[config.mk]
export PLATFORM = sky130hd
export DESIGN_NAME = burst_addr_gen
export DESIGN_NICKNAME = d
export VERILOG_FILES = /design/src/rtl/bag_pkg.sv /design/src/rtl/bag_start_qual.sv /design/src/rtl/bag_beat_map.sv /design/src/rtl/burst_addr_gen.sv
export SDC_FILE = /design/constraint.sdc
export NUM_CORES = 1
export LEC_CHECK = 0
export ABC_AREA = 1
export BUFFER_PORTS_ARGS = -buffer_cell sky130_fd_sc_hd__buf_2
export CAP_MARGIN = 20
export CORE_MARGIN = 1
export CORE_UTILIZATION = 47
export CTS_CLUSTER_SIZE = 28
export DETAILED_ROUTE_END_ITERATION = 10
export GPL_TIMING_DRIVEN = 0
export PLACE_DENSITY = 0.79
export RECOVER_POWER = 50
export SLEW_MARGIN = 25
export SYNTH_ARGS = -nofsm -noshare
export SYNTH_HDL_FRONTEND = slang
export SYNTH_SLANG_ARGS = --single-unit
[constraint.sdc]
create_clock -name clk -period 2 [get_ports clk]
set_input_delay 0.5 -clock clk [delete_from_list [all_inputs] [get_ports clk]]
set_output_delay 0.5 -clock clk [all_outputs]
set_load 0.02 [all_outputs]
[src/rtl/bag_pkg.sv]
package bag_pkg;
    localparam int BEAT_W = 2;
    typedef logic [BEAT_W-1:0] beat_t;
endpackage

[src/rtl/bag_start_qual.sv]
module bag_start_qual (
    input  logic proc_stb_n,
    input  logic ctrl_stb_n,
    output logic start
);
    // Either strobe begins a burst; both have equal standing.
    always_comb start = !proc_stb_n || !ctrl_stb_n;
endmodule

[src/rtl/bag_beat_map.sv]
module bag_beat_map
    import bag_pkg::*;
(
    input  beat_t base,
    input  beat_t count,
    input  logic  ilv,
    output beat_t beat
);
    beat_t lin_beat;
    beat_t ilv_beat;

    always_comb begin
        lin_beat = beat_t'(base + count);
        ilv_beat = base ^ count;
        beat     = ilv ? ilv_beat : lin_beat;
    end
endmodule

[src/rtl/burst_addr_gen.sv]
module burst_addr_gen
    import bag_pkg::*;
#(
    parameter int ADDR_W = 17
) (
    input  logic              clk,
    input  logic              rst_n,
    input  logic              proc_stb_n,
    input  logic              ctrl_stb_n,
    input  logic              adv_n,
    input  logic              order_ilv,
    input  logic [ADDR_W-1:0] addr_in,
    output logic [ADDR_W-1:0] addr_out,
    output logic              last_beat
);
    localparam int HI_W = ADDR_W - BEAT_W;

    typedef struct packed {
        logic [HI_W-1:0] hi;
        beat_t           lo;
        beat_t           cnt;
    } gen_st_t;

    gen_st_t st_d, st_q;
    logic    start;
    beat_t   beat_lo;

    bag_start_qual u_qual (
        .proc_stb_n (proc_stb_n),
        .ctrl_stb_n (ctrl_stb_n),
        .start      (start)
    );

    always_comb begin
        st_d = st_q;
        if (start) begin
            st_d.hi  = addr_in[ADDR_W-1:BEAT_W];
            st_d.lo  = addr_in[BEAT_W-1:0];
            st_d.cnt = '0;
        end else if (!adv_n) begin
            st_d.cnt = beat_t'(st_q.cnt + 1'b1);
        end
    end

    always_ff @(posedge clk or negedge rst_n) begin
        if (!rst_n) st_q <= '0;
        else        st_q <= st_d;
    end

    bag_beat_map u_map (
        .base  (st_q.lo),
        .count (st_q.cnt),
        .ilv   (order_ilv),
        .beat  (beat_lo)
    );

    always_comb begin
        addr_out  = {st_q.hi, beat_lo};
        last_beat = &st_q.cnt;
    end

    AST_LOAD_ADDR: assert property (@(posedge clk) disable iff (!rst_n)
        (!proc_stb_n || !ctrl_stb_n) |=> (addr_out == $past(addr_in)) && !last_beat);
    AST_UPPER_FIXED: assert property (@(posedge clk) disable iff (!rst_n)
        (proc_stb_n && ctrl_stb_n) |=> $stable(addr_out[ADDR_W-1:BEAT_W]));
    AST_LINEAR_STEP: assert property (@(posedge clk) disable iff (!rst_n)
        (proc_stb_n && ctrl_stb_n && !adv_n && !order_ilv) |=>
        (order_ilv || addr_out[BEAT_W-1:0] == beat_t'($past(addr_out[BEAT_W-1:0]) + 1'b1)));
    AST_WRAP_CLEARS_LAST: assert property (@(posedge clk) disable iff (!rst_n)
        (last_beat && proc_stb_n && ctrl_stb_n && !adv_n) |=> !last_beat);
    AST_SUSPEND_HOLD: assert property (@(posedge clk) disable iff (!rst_n)
        (proc_stb_n && ctrl_stb_n && adv_n) |=> ($stable(last_beat) &&
        (order_ilv != $past(order_ilv) || $stable(addr_out))));
endmodule

==> impl_metrics.ini <==
[critical_path]
cp_max_fo = 3
setup.worst_path.class = reg -> out
crit_family = flip-flops
required_ns = 1.50
timing.critical_path.buf_inv = 2
rr_worst_depth = 3
path_common_cell = nand2_1
worstReg2RegEnd = st_q[1]$_DFFE_PN0P_
cp.arrival_ns = 1.32
r2r_start = st_q[1]$_DFFE_PN0P_
crit_path_end_kind = primary output
r2r_slack_ns = 1.02
crit_chain = ha_1 > nand2_1 > nand3_1 > nand2_1 > inv_1 > buf_2
worstSetupStartpointType = flop
cpMaxStageDelayCell = dfrtp_1
cpPeakStageDelay_ns = 0.42

[die]
io_pins = 41
core_area_sq_um = 1960
fp.dieH_um = 47.6
dieWidth_um = 47.6
start_util_pct = 49.8
dieArea_sq_um = 2270
row_count = 16

[synth]
syn_area_sq_um = 977
postSynthCellCount = 113
ys_seq_area_share_pct = 48.7
ys_ff_latch = 19
ys_types = 12
yosysWarnings = 0
synth_nets = 138
syn_area_per_cell_sq_um = 8.65

[finish]
fin_nets = 181
drive_above_1_share_pct = 38.7
diodes = 0
area_growth_pct = 23.2
fillCellCount = 196

[timing]
period_share_pct = 91.2
fmax_mhz = 548
rsz0062_at_grt = no
whs_ns = 0.343
worst_pin_slew_ns = 0.979
setup-tns-final_ns = 0
slew_headroom_pct = 34.7
drv_slew = 0
hold_violations = 0
finalCriticalPeriod_ns = 1.82
setup_viol = 0
fin_skew_ns = 0.0000297

[route]
wl_um = 1830
wire_per_inst_um = 10.1
drt_iter0_drc = 10
dr_total_vias = 830
drcViolationCount = 0
vias_per_cell = 4.56
postRouteAntennaNets = 0
dr.pass1.iters = 4

[pwr]
p_per_area_nw_per_um2 = 672
power.leakage_nw = 0.704
ir_worst_vdd_mv = 0.430

[clock_network]
cts_root_buffer = clkbuf_4
cts_resized = 0
clk_latency_ns = 0.28
cts.sinks = 19
max-clock-path-buffers = 2
cts_made_buffers = 3
clk_pin_slew_ns = 0.10
cts_max_level = 1
cts_tree = done
cts_hold_buf = 0
postCtsSetupBuffers = 0

[outcome]
outcome = finished clean

[global_routing]
grt_pass1_wl_um = 2560
grt_max_degree = 20
overflow = 0
gr-usage-all-layers_pct = 16.0
antenna_found_initial = 0
grt_pass1_vias = 677

[placement]
dp_hpwl_um = 1420
buffer_ports.inserted = 38
routabilityCongestion = 0.685

[job]
max-cap-violations = 0

[hold_path]
hold_path.class = in -> async
-- layout make-up --
| cell class | instances | area [sq um] | area share (%) |
|---|---|---|---|
| Buffer | 21 | 143 | 11.9 |
| Clock buffer | 4 | 26.3 | 2.18 |
| Inverter | 6 | 22.5 | 1.87 |
| Multi-Input combinational cell | 67 | 314 | 26.1 |
| Sequential cell | 19 | 475 | 39.5 |
| Tap cell | 27 | 33.8 | 2.81 |
| Timing Repair Buffer | 38 | 189 | 15.7 |
-- flip-flops by register name (all words and copies together), names as in the netlist --
register and cells:
st_q 4, addr_out 15
-- synthesized netlist by cell type, drive strengths merged --
cell type   n  area, sq um
nand2      42          165
ha          2         25.0
nand3      18         90.1
dfrtp      19          475
nor2        2         7.51
buf        21          165
a21oi       1         8.76
xor2        1         8.76
inv         6         22.5
o21ai       1         8.76
-- worst register-to-register path: stages, from the launching register on --
cell	delay [ns]
dfrtp_1	0.44
ha_1	0.29
nand2_1	0.08
a21oi_2	0.05
-- layout by cell type, fill, tap and decap left out, drive strengths merged --
| cell | count |
|---|---|
| a21oi | 1 |
| dfrtp | 19 |
| nand2 | 42 |
| inv | 6 |
| buf | 54 |
| xor2 | 1 |
| nand3 | 18 |
| nor2 | 2 |
| o21ai | 1 |
| ha | 2 |
| clkbuf | 9 |
-- cells by family (layout without fill, tap and decap cells) --
logic type | after synthesis | after routing | synth area share, %
AO/OA/AOI/OAI | 2 | 2 | 1.79
adder cells (fa/ha/maj) | 2 | 2 | 2.56
flip-flops | 19 | 19 | 48.7
AND/OR/NAND/NOR | 62 | 62 | 26.9
XOR/XNOR | 1 | 1 | 0.896
buffers and inverters | 27 | 69 | 19.2
-- through the flow --
step / setup slack [ns] / cell area (sq um) / power [mW] / cells / utilization, %
final: 0.175 / 1200 / 0.809 / 182 / 61.4
after global routing: 0.0590 / 1200 / 0.863 / 182 / 61.4
after CTS: 0.174 / 1230 / 0.826 / 182 / 62.6
after detailed placement: 0.494 / 1200 / 0.643 / 178 / 61.2
after global placement: 0.516 / 1200 / 0.636 / 178 / 61.2
after floorplan: 0.601 / 977 / 0.574 / 113 / -
-- how the worst max path moves through the flow --
stage                              from          end  slack [ns]  cells past startpoint
finish              st_q[0]$_DFFE_PN0P_  addr_out[1]        0.18                      6
global route        st_q[0]$_DFFE_PN0P_  addr_out[1]        0.06                      7
CTS                 st_q[0]$_DFFE_PN0P_  addr_out[1]        0.17                      6
detailed placement            order_ilv  addr_out[1]        0.49                      7
global placement              order_ilv  addr_out[1]        0.52                      7
floorplan           st_q[0]$_DFFE_PN0P_  addr_out[1]        0.60                      6
-- routing by layer --
layer  routed length (um)  share of wire [%]  GRT usage [%]  vias to the layer above
li1                     -                  -              -                      419
met1                  755                 41           19.3                      389
met2                 1000                 55           28.5                       20
met3                   60                3.3           3.40                        2
met4                   12               0.66           5.00                        0
met5                    0                  0              0                        -
-- report_power, final --
| group | switching (mW) | internal [mW] |
|---|---|---|
| Clock | 0.103 | 0.0774 |
| Combinational | 0.108 | 0.0877 |
| Sequential | 0.0185 | 0.414 |
| Total | 0.230 | 0.579 |
Note: power is estimated with default switching activity, not from simulation.
